<file path="config.mk">
export PLATFORM = sky130hd
export DESIGN_NAME = seg_row_stager
export DESIGN_NICKNAME = d
export VERILOG_FILES = /design/src/rtl/seg_stage_pkg.sv /design/src/rtl/stage_index_ctrl.sv /design/src/rtl/stage_lane_bank.sv /design/src/rtl/drive_latch.sv /design/src/rtl/seg_row_stager.sv
export SDC_FILE = /design/constraint.sdc
export NUM_CORES = 1
export LEC_CHECK = 0
export BUFFER_PORTS_ARGS = -buffer_cell sky130_fd_sc_hd__clkbuf_2
export CAP_MARGIN = 10
export CORE_MARGIN = 1.5
export CORE_UTILIZATION = 47
export DETAILED_ROUTE_END_ITERATION = 10
export GPL_ROUTABILITY_DRIVEN = 1
export GPL_TIMING_DRIVEN = 0
export PLACE_DENSITY = 0.72
export SLEW_MARGIN = 20
export SYNTH_ARGS = -nofsm -noshare
export SYNTH_HDL_FRONTEND = slang
export SYNTH_HIERARCHICAL = 1
export SYNTH_SLANG_ARGS = --single-unit
</file>
<file path="constraint.sdc">
create_clock -name clk -period 2 [get_ports clk]
set_clock_uncertainty 0.15 [all_clocks]
set_input_delay 0.4 -clock clk [delete_from_list [all_inputs] [get_ports clk]]
set_output_delay 0.4 -clock clk [all_outputs]
set_load 0.01 [all_outputs]
</file>
<file path="src/rtl/seg_stage_pkg.sv">
package seg_stage_pkg;
  localparam int unsigned DEF_LANE_W = 8;
  localparam int unsigned DEF_LANES  = 8;

  typedef enum logic [0:0] {ROW_FILLING = 1'b0, ROW_COMPLETE = 1'b1} row_state_e;
endpackage

</file>
<file path="src/rtl/stage_index_ctrl.sv">
module stage_index_ctrl #(
  parameter int unsigned LANES = 8,
  localparam int unsigned SEL_W = $clog2(LANES)
) (
  input  logic             clk,
  input  logic             rst_n,
  input  logic             byte_valid,
  input  logic             row_strobe,
  input  logic [SEL_W-1:0] width_sel,
  output logic [SEL_W-1:0] idx_q,
  output logic [SEL_W-1:0] active_sel,
  output logic             byte_load,
  output logic             xfer_go,
  output logic             full_q
);
  import seg_stage_pkg::*;

  row_state_e state_q;

  function automatic logic is_last(input logic [SEL_W-1:0] idx,
                                   input logic [SEL_W-1:0] sel);
    return idx == sel;
  endfunction

  assign full_q    = (state_q == ROW_COMPLETE);
  assign byte_load = byte_valid && !row_strobe && !full_q;
  assign xfer_go   = row_strobe && full_q;

  always_ff @(posedge clk or negedge rst_n) begin
    if (!rst_n) begin
      idx_q      <= '0;
      active_sel <= SEL_W'(LANES - 1);
      state_q    <= ROW_FILLING;
    end else if (row_strobe) begin
      idx_q      <= '0;
      active_sel <= width_sel;
      state_q    <= ROW_FILLING;
    end else if (byte_load) begin
      if (is_last(idx_q, active_sel)) state_q <= ROW_COMPLETE;
      else                            idx_q   <= idx_q + 1'b1;
    end
  end

  assert_idx_bound_R2: assert property (@(posedge clk) disable iff (!rst_n)
    idx_q <= active_sel);
  assert_full_hold_R3: assert property (@(posedge clk) disable iff (!rst_n)
    (full_q && !row_strobe) |=> (full_q && $stable(idx_q)));
  assert_strobe_restart_R5: assert property (@(posedge clk) disable iff (!rst_n)
    row_strobe |=> (!full_q && idx_q == '0));
  assert_sel_only_at_strobe_R7: assert property (@(posedge clk) disable iff (!rst_n)
    !row_strobe |=> $stable(active_sel));
endmodule

</file>
<file path="src/rtl/stage_lane_bank.sv">
module stage_lane_bank #(
  parameter int unsigned LANE_W = 8,
  parameter int unsigned LANES  = 8,
  localparam int unsigned SEL_W = $clog2(LANES),
  localparam int unsigned SEG_W = LANE_W * LANES
) (
  input  logic              clk,
  input  logic              rst_n,
  input  logic              byte_load,
  input  logic              full_q,
  input  logic              row_strobe,
  input  logic [SEL_W-1:0]  idx_q,
  input  logic [LANE_W-1:0] byte_in,
  output logic [SEG_W-1:0]  staged
);
  for (genvar g = 0; g < LANES; g++) begin : g_lane
    logic [LANE_W-1:0] lane_q;
    wire lane_we = byte_load && (idx_q == SEL_W'(g));

    always_ff @(posedge clk or negedge rst_n) begin
      if (!rst_n)       lane_q <= '0;
      else if (lane_we) lane_q <= byte_in;
    end

    assign staged[g*LANE_W +: LANE_W] = lane_q;
  end

  assert_no_load_when_full_R4: assert property (@(posedge clk) disable iff (!rst_n)
    (full_q && !row_strobe) |=> $stable(staged));
endmodule

</file>
<file path="src/rtl/drive_latch.sv">
module drive_latch #(
  parameter int unsigned LANE_W = 8,
  parameter int unsigned LANES  = 8,
  localparam int unsigned SEL_W = $clog2(LANES),
  localparam int unsigned SEG_W = LANE_W * LANES
) (
  input  logic             clk,
  input  logic             rst_n,
  input  logic             xfer_go,
  input  logic             row_strobe,
  input  logic [SEL_W-1:0] active_sel,
  input  logic [SEG_W-1:0] staged,
  output logic [SEG_W-1:0] seg_q
);
  logic [SEL_W-1:0] shown_sel;

  function automatic logic [SEG_W-1:0] seg_mask(input logic [SEL_W-1:0] sel);
    logic [SEG_W-1:0] m;
    m = '0;
    for (int k = 0; k < LANES; k++)
      if (k <= int'(sel)) m[k*LANE_W +: LANE_W] = '1;
    return m;
  endfunction

  always_ff @(posedge clk or negedge rst_n) begin
    if (!rst_n) begin
      seg_q     <= '0;
      shown_sel <= SEL_W'(LANES - 1);
    end else if (xfer_go) begin
      seg_q     <= staged & seg_mask(active_sel);
      shown_sel <= active_sel;
    end
  end

  assert_hold_when_partial_R6: assert property (@(posedge clk) disable iff (!rst_n)
    (row_strobe && !xfer_go) |=> $stable(seg_q));
  assert_upper_idle_R9: assert property (@(posedge clk) disable iff (!rst_n)
    (seg_q & ~seg_mask(shown_sel)) == '0);
endmodule

</file>
<file path="src/rtl/seg_row_stager.sv">
module seg_row_stager #(
  parameter int unsigned LANE_W = seg_stage_pkg::DEF_LANE_W,
  parameter int unsigned LANES  = seg_stage_pkg::DEF_LANES,
  localparam int unsigned SEL_W = $clog2(LANES),
  localparam int unsigned SEG_W = LANE_W * LANES
) (
  input  logic              clk,
  input  logic              rst_n,
  input  logic [LANE_W-1:0] byte_in,
  input  logic              byte_valid,
  input  logic [SEL_W-1:0]  width_sel,
  input  logic              row_strobe,
  output logic [SEL_W-1:0]  byte_idx,
  output logic              stage_full,
  output logic [SEG_W-1:0]  seg_out
);
  logic [SEL_W-1:0] active_sel;
  logic             byte_load;
  logic             xfer_go;
  logic [SEG_W-1:0] staged;

  stage_index_ctrl #(.LANES(LANES)) u_ctrl (
    .clk(clk), .rst_n(rst_n), .byte_valid(byte_valid), .row_strobe(row_strobe),
    .width_sel(width_sel), .idx_q(byte_idx), .active_sel(active_sel),
    .byte_load(byte_load), .xfer_go(xfer_go), .full_q(stage_full)
  );

  stage_lane_bank #(.LANE_W(LANE_W), .LANES(LANES)) u_bank (
    .clk(clk), .rst_n(rst_n), .byte_load(byte_load), .full_q(stage_full),
    .row_strobe(row_strobe), .idx_q(byte_idx), .byte_in(byte_in), .staged(staged)
  );

  drive_latch #(.LANE_W(LANE_W), .LANES(LANES)) u_drive (
    .clk(clk), .rst_n(rst_n), .xfer_go(xfer_go), .row_strobe(row_strobe),
    .active_sel(active_sel), .staged(staged), .seg_q(seg_out)
  );

  assert_dropped_on_strobe_R8: assert property (@(posedge clk) disable iff (!rst_n)
    (row_strobe && byte_valid) |=> (byte_idx == '0 && !stage_full));
endmodule

</file>
**Word level (Yosys, flattened, before mapping)**

Cells that the tools add are included.

- Equality and inequality tests: 9
- $add $sub $neg: 1
- Magnitude comparators: 7
- $mul: 0
- Bitwise operators: 1
- Divide/modulo/power cells: 0
- Reductions and logical operators: 18
- Shift-type cells: 0
- Multiplexer cells: 21

Operators with widths:

| operator | number |
|---|---|
| two-way mux 8 bit | 15 |
| bitwise AND 64 bit | 1 |
| equality test 3 bit, second input constant | 4 |
| less-or-equal comparator 3 bit, first input constant | 4 |
| logical AND 1 bit | 11 |
| two-way mux 3 bit | 3 |
| equality test 3 x 2 -> 1 bit, second input constant | 2 |
| less-or-equal comparator 2 x 3 -> 1 bit, first input constant | 2 |
| AND reduction 2 bit | 2 |
| nonzero test 2 bit | 2 |
| adder 3 x 1 -> 3 bit, second input constant | 1 |
| equality test 3 x 1 -> 1 bit, second input constant | 1 |
| equality test 3 bit | 1 |
| less-or-equal comparator 1 x 3 -> 1 bit, first input constant | 1 |
| logical NOT 3 bit | 1 |
| two-way mux 1 bit | 3 |
| logical NOT 1 bit | 2 |
| != test 2 bit, second input constant | 1 |

- Memory bits (read-only): 0
- Bits in writable memories: 0
- Input port bits: 15
- Word-level logic and storage cells: 69
- Bits in latches: 0
- Register bits after elaboration: 135
- Memories: 0

**Logic depth before layout (Yosys ltp)**

Gate-level depths: netlist (run 1).

- Depth after elaboration: 5
- Mapped depth: 7

**By module**

The synthesis (run 1) kept the hierarchy.

Modules (own cells, without submodules):

| module | area an instance (µm²) | times used | sequential area each (µm²) | cells an instance |
|---|---|---|---|---|
| drive_latch | 2,628.8 | 1 | 1,601.5 | 262 |
| stage_lane_bank | 2,452.4 | 1 | 1,601.5 | 143 |
| stage_index_ctrl | 370.4 | 1 | 178.9 | 32 |

**Worst setup path after synthesis (run 1)**

Ideal clock, no wire load.

- Path type: input to register
- Start: input row_strobe
- End: register u_bank.g_lane[1].lane_q[0]
- Path buffers: 3
- Arrival: 1,892 ps
- Data required time: 1,725 ps
- Slack: -167 ps
- Stages on the path: 7
- Cell sequence: buf_6 -> or3b_4 -> clkinv_2 -> buf_2 -> nor4bb_1 -> buf_2 -> mux2_2

- Word-level cells in the longest chain between the ends: 4

RTL lines:

| element | RTL line | RTL |
|---|---|---|
| start, declared | seg_row_stager.sv:12 | `input logic row_strobe,` |
| logical NOT 1 bit | stage_index_ctrl.sv:26 | `assign byte_load = byte_valid && !row_strobe && !full_q;` |
| logical AND 1 bit (2 in series) | stage_index_ctrl.sv:26 |  |
| named net byte_load | seg_row_stager.sv:18 | `logic byte_load;` |
| logical AND 1 bit | stage_lane_bank.sv:18 | `wire lane_we = byte_load && (idx_q == SEL_W'(g));` |
| end signal, assigned | stage_lane_bank.sv:22 | `else if (lane_we) lane_q <= byte_in;` |
| end, declared | stage_lane_bank.sv:17 | `logic [LANE_W-1:0] lane_q;` |

The timed path passes the listed nets, and every way through them passes these cells.
A chain may end at the register's enable or synchronous reset.

**Final worst setup path (run 1)**

- Start: register u_ctrl.state_q, in the netlist u_ctrl/full_q
- End: register u_bank.g_lane[0].lane_q[5]

- Word-level cells in the longest chain between the ends: 3

RTL lines:

| element | RTL line | RTL |
|---|---|---|
| start, declared | stage_index_ctrl.sv:18 | `row_state_e state_q;` |
| start signal, assigned | stage_index_ctrl.sv:33 | `state_q <= ROW_FILLING;` |
| start signal, assigned | stage_index_ctrl.sv:37 | `state_q <= ROW_FILLING;` |
| start signal, assigned | stage_index_ctrl.sv:39 | `if (is_last(idx_q, active_sel)) state_q <= ROW_COMPLETE;` |
| logical NOT 1 bit | stage_index_ctrl.sv:26 |  |
| logical AND 1 bit | stage_index_ctrl.sv:26 |  |
| named net byte_load | seg_row_stager.sv:18 |  |
| logical AND 1 bit | stage_lane_bank.sv:18 |  |
| end signal, assigned | stage_lane_bank.sv:22 |  |
| end, declared | stage_lane_bank.sv:17 |  |

The timed path passes the listed nets, and every way through them passes these cells.

==> results.toml, run 1 <==
[grt]
grt_pass1_vias = 3880
overflow = 0
grt_max_degree = 91
grt_antenna_before_repair = 0
grt_usage = 0.2164
grt_pass1_wl_mm = 20.20

[worst_setup_path]
required_ns = 2.14
crit_type = "reg2reg"
worstPathArrival_ns = 2.06
start_kind = "flop"
slowest_delay_ns = 0.39
crit_slowest_cell = "or3b_4"
reg2regPathDepth = 5
crit_fanout = 9
r2r-start = "u_ctrl/full_q"
r2r-end = "u_bank/g_lane[0].lane_q[5]"
reg2reg_slack_ns = 0.08
path_cells = "or3b_4 > clkinv_2 > nor4b_4 > buf_6 > mux2_2"
worstSetupEndpointType = "flop"

[sta]
fin_crit_sh = 0.9579
clock.fmax_mhz = 522.0
rsz0062_at_grt = "no"
worst_slack_ns = 0.08424
min_period_ns = 1.916
tightest_slew_ns = 0.4842
slew_headroom = 0.6772
finalSetupTns_ns = 0
setup_viol = 0
slew_violations = 0
final_hold_viol_count = 0

[finish]
post-route-util = 0.6024
drive_above_1_share = 0.4176
fin_area_um2 = 6849
fillCellCount = 920
antenna_cells = 0
area_growth_pct = 25.64
final_nets = 561

[power_and_ir_drop]
fin_total_pwr_mw = 9.410
p_per_area_nw_per_um2 = 1374
ir_worst_vdd_mv = 0.6494
p_leak_nw = 3.315

[clocking]
clockRootBuffer = "clkbuf_16"
clk_path_buf_depth = 2
cts_tree = "yes"
clk_pin_slew_ns = 0.06
clock_latency_ns = 0.41
cts_inserted_buffers = 17
htreeDepth = 4
clock_sinks = 135

[yosys]
postSynthAreaPerCell_um2 = 12.47
synthTopCellsByArea = "dfrtp_1, mux2_2, o22ai_1"
ys.flop_type = "dfrtp_1"
synth_area_um2 = 5451
synth_top_area_frac = 0.6059
ys_ff_latch = 135
syn_inst = 437
synth_top_cell_by_area = "dfrtp_1"
synth_fp_nets = 453
yosys_warnings = 6
netlist-cell-type-count = 35
synth-async-reset-ratio = 1.000
synth_edf_count = 0
ys_seq_area_frac = 0.6204

[drt]
vias = 3696
viasPerCell = 5.272
drc_errors = 0
drt_iter0_markers = 219
ant_nets = 0
wire_per_inst_um = 17.59
drt_first_pass_iters = 4
routed_wirelength_mm = 12.33

[die]
num_rows = 39
die_area_um2 = 12250
fp.dieH_um = 110.7
die_x_um = 110.7
ios = 83
initial_core_util = 0.4795
core-area_um2 = 11370

[flow_run]
cap_violations = 0

[placed_design]
hpwl_mm = 7.966
placed_cell_area_um2 = 6097
place_congestion = 0.8219
port_buffers = 81
place_ws_ns = -0.3257

[min_path]
holdPathEnd = "u_ctrl/idx_q[0]"
holdPathStages = 2
hp-class = "in2reg"
min_from = "row_strobe"

[run_status]
status = "complete, no violations"
==> stage by stage <==
stage,hold WS (ns),cells
after floorplan,-0.04559,437
after global placement,0.3350,661
after detailed placement,0.2202,662
after CTS,0.009260,702
after global routing,0.01737,701
final,0.02953,701
==> power breakdown <==
group	internal, mW	switching (mW)
clock	2.21	1.12
combinational	0.982	1.08
sequential	3.56	0.457
==> registers in the layout, summed over array words and instances, names as in the netlist <==
register,cells
u_drive/seg_q,64
u_bank/g_lane.lane_q,64
u_ctrl/idx_q,3
u_ctrl/full_q,1
u_ctrl/active_sel,3
==> logic make-up after synthesis <==
logic type	count (synthesis)	share of synthesized area
and+or+nand+nor	78	0.07643
AOI/OAI and AO/OA	62	0.07184
buffers and inverters	81	0.06587
adders and majority gates	1	0.002295
xor gates and xnor gates	4	0.006426
muxes	76	0.1568
DFF	135	0.6204
==> worst max-delay path: cells and delay by family, from the launching register on <==
family / cells / cell delay [ns]
buffers and inverters: 2 / 0.31
AND/OR/NAND/NOR: 2 / 0.62
multiplexers: 1 / 0.34
flip-flops: 1 / 0.37
==> cells in the final DEF (no fill, tap or decap), types with 2 or more instances in the layout <==
cell | netlist | routed
dfstp_2 | 3 | 3
clkinv_4 | 0 | 2
o22ai_1 | 47 | 47
nand3_1 | 8 | 8
nand2_2 | 2 | 2
buf_4 | 2 | 8
clkbuf_2 | 0 | 80
clkinv_2 | 1 | 5
mux2_2 | 75 | 71
o21ai_0 | 9 | 9
nand2_1 | 49 | 49
buf_2 | 19 | 15
bufinv_16 | 0 | 5
inv_1 | 56 | 56
clkbuf_1 | 0 | 2
xnor2_1 | 4 | 4
nor4bb_4 | 0 | 3
nand4_1 | 2 | 2
nand4b_1 | 3 | 3
mux2_4 | 0 | 4
clkbuf_16 | 0 | 17
nor2_1 | 2 | 2
dfrtp_1 | 132 | 132
buf_6 | 3 | 7
==> area by class of cell <==
cell class	count	area, um^2	area share
Clock inverter	13	203.9	0.02978
Multi-Input combinational cell	221	1770	0.2585
Timing Repair Buffer	90	508.0	0.07417
Tap cell	143	178.9	0.02612
Clock buffer	19	432.9	0.06321
Sequential cell	135	3382	0.4938
Buffer	23	157.7	0.02302
Inverter	57	215.2	0.03142
==> per-layer routing <==
layer,up-vias,global-route usage,wire (um)
met1,1861,0.2780,5349
met3,24,0.05686,539
met2,100,0.3531,6182
li1,1711,-,-
met5,-,0,0
met4,0,0.08376,261
==> synth_stat cells (2+ instances only) <==
master and n:
dfrtp_1 132, mux2_2 75, inv_1 56, nand2_1 49, o22ai_1 47, buf_2 19, o21ai_0 9, nand3_1 8
xnor2_1 4, buf_6 3, dfstp_2 3, nand4b_1 3, nor4bb_1 3, buf_4 2, nand2_2 2, nand4_1 2
nor2_1 2
==> worst max-delay path by stage <==
stage / from / to / slack, ns / cells past startpoint
6_report: u_ctrl/full_q / u_bank/g_lane[0].lane_q[5] / 0.08 / 5
5_1_grt: u_ctrl/full_q / u_bank/g_lane[4].lane_q[2] / 0.02 / 5
4_1_cts: u_ctrl/full_q / u_bank/g_lane[1].lane_q[4] / 0.004 / 6
3_5_place_dp: row_strobe / u_bank/g_lane[0].lane_q[5] / -0.33 / 6
3_3_place_gp: rst_n / u_drive/seg_q[38] / -1.61 / 1
2_1_floorplan: row_strobe / u_bank/g_lane[0].lane_q[0] / -0.11 / 6
==> repair_timing <==
item	in CTS	in global routing
pin swaps	1	0
cloned	0	0
hold buffers	1	0
resized for setup	6	5
setup buffers	7	0
setup endpoints to repair	64	27
endpoints found under the hold margin	45	0
Power figures use the tool's default switching activity.
==> inputs of run 2 (changes only) <==
--- a/config.mk
+++ b/config.mk
@@ -8,11 +8,11 @@
 export BUFFER_PORTS_ARGS = -buffer_cell sky130_fd_sc_hd__clkbuf_2
 export CAP_MARGIN = 10
 export CORE_MARGIN = 1.5
-export CORE_UTILIZATION = 47
+export CORE_UTILIZATION = 51
 export DETAILED_ROUTE_END_ITERATION = 10
 export GPL_ROUTABILITY_DRIVEN = 1
 export GPL_TIMING_DRIVEN = 0
-export PLACE_DENSITY = 0.72
+export PLACE_DENSITY = 0.77
 export SLEW_MARGIN = 20
 export SYNTH_ARGS = -nofsm -noshare
 export SYNTH_HDL_FRONTEND = slang
==> results.toml, run 2 (same netlist as run 1, synthesis figures left out) <==
[clocking]
htreeDepth = 4
clock_latency_ns = 0.51
clk_pin_slew_ns = 0.06
clk_path_buf_depth = 2
cts_tree = "yes"
clock_sinks = 135
clockRootBuffer = "clkbuf_8"
cts_inserted_buffers = 17

[worst_setup_path]
path_common_cell = "buf_6"
path_buf_inv = 3
crit_slowest_cell = "or3b_4"
worstSetupEndpointType = "flop"
start_kind = "flop"
r2r-end = "u_bank/g_lane[1].lane_q[7]"
crit_fanout = 8
crit_family = "simple AND/OR/NAND/NOR gates"
required_ns = 2.24
path_cells = "or3b_4 > clkinv_2 > buf_6 > nor4bb_4 > buf_6 > mux2_2"
worstPathArrival_ns = 2.20
reg2regPathDepth = 6
crit_type = "reg2reg"
reg2reg_slack_ns = 0.04
slowest_delay_ns = 0.39
r2r-start = "u_ctrl/full_q"

[finish]
layout_common_cells = "dfrtp_1, clkbuf_2, mux2_2"
top_regs = "u_bank/g_lane.lane_q x64, u_drive/seg_q x64"
drive_above_1_share = 0.4170
fin_cells = 702
area_growth_pct = 26.44
fin_area_um2 = 6893
layout_commonest_cell = "dfrtp_1"
final_nets = 569
antenna_cells = 0

[die]
ios = 83
die_x_um = 106.4
initial_core_util = 0.5257
num_rows = 37
fp.dieH_um = 106.4
core-area_um2 = 10370
die_area_um2 = 11320

[sta]
final_hold_viol_count = 0
tightest_slew_ns = 0.5337
min_period_ns = 1.964
clock.fmax_mhz = 509.1
rsz0062_at_grt = "yes"
fin_crit_sh = 0.9821
setup_viol = 0
slew_headroom = 0.6442
slew_violations = 0
whs_ns = 0.04464

[grt]
grt_antenna_before_repair = 0
overflow = 0
grt_pass1_vias = 3891
grt_max_degree = 69
grt_pass1_wl_mm = 19.55
grt_usage = 0.2299

[drt]
drt_first_pass_iters = 4
drt_iter0_markers = 208
drc_errors = 0
vias = 3745
wire_per_inst_um = 17.45
viasPerCell = 5.335
ant_nets = 0
routed_wirelength_mm = 12.25

[run_status]
status = "complete, no violations"

[min_path]
min_from = "byte_valid"
holdPathEnd = "u_ctrl/full_q"
holdPathStages = 3
hp-class = "in2reg"

[placed_design]
hpwl_mm = 7.969
place_congestion = 0.8245
dp_cells = 655
placed_cell_area_um2 = 6088
port_buffers = 81

[power_and_ir_drop]
p_per_area_nw_per_um2 = 1341
ir_worst_vdd_mv = 0.7648
p_leak_nw = 3.331

[flow_run]
cap_violations = 0
## run 2: power by group
part	internal [mW]	switching [mW]	leakage, nW	total [mW]
registers	3.56	0.468	1.76	4.02
logic	1.01	1.10	1.29	2.11
clock network	2.00	1.11	0.286	3.11
total	6.56	2.68	3.33	9.24
## run 2: worst min-delay path, cell delays in order
cell and delay, ns:
clkbuf_2 0.10, a41oi_1 0.09, nor2_1 0.07
## run 2: layout make-up
class                      instances  area, um^2
fill                             735        3477
sequential                       135        3382
clock inverter                    11       147.6
inverter                          57       215.2
tap                              136       170.2
clock buffer                      21       459.2
buffer                            24       168.9
timing repair buffer              97       575.6
multi-input combinational        221        1774
## run 2: repair_timing
item                                   4_1_cts  5_1_grt
setup buffers                                6        2
gates resized for setup                      3        9
pin swaps                                    1        0
endpoints found under the hold margin       70        0
setup endpoints to repair                   63       39
hold buffers                                 7        0
## run 2: worst max path at each step
stage / cells past startpoint / to / slack [ns] / startpoint
finish: 6 / u_bank/g_lane[1].lane_q[7] / 0.04 / u_ctrl/full_q
CTS: 6 / u_bank/g_lane[1].lane_q[3] / 0.003 / u_ctrl/full_q
global route: 6 / u_bank/g_lane[1].lane_q[6] / -0.05 / u_ctrl/full_q
floorplan: 6 / u_bank/g_lane[0].lane_q[0] / -0.11 / row_strobe
detailed placement: 6 / u_bank/g_lane[0].lane_q[0] / -0.34 / row_strobe
global placement: 1 / u_bank/g_lane[0].lane_q[1] / -1.60 / rst_n
## run 2: through the flow
stage                     worst slack, ns    util  power (mW)  setup TNS [ns]
after CTS                        0.003131  0.6585       9.285               0
final                             0.03586  0.6647       9.241               0
after detailed placement          -0.3362  0.5871       6.122          -13.43
after floorplan                   -0.1054       -       5.149          -1.983
after global placement             -1.605  0.5836       6.004         -224.00
after global routing             -0.05485  0.6647       9.740         -0.4660
## run 2: metal layers
layer  wire, um  global-route usage  vias up  share of wire
li1           -                   -     1723              -
met1       5418              0.3051     1867           0.44
met2       6044              0.3594      130           0.49
met3        573             0.06009       25          0.047
met4        217             0.09556        0          0.018
met5          0                   0        -              0
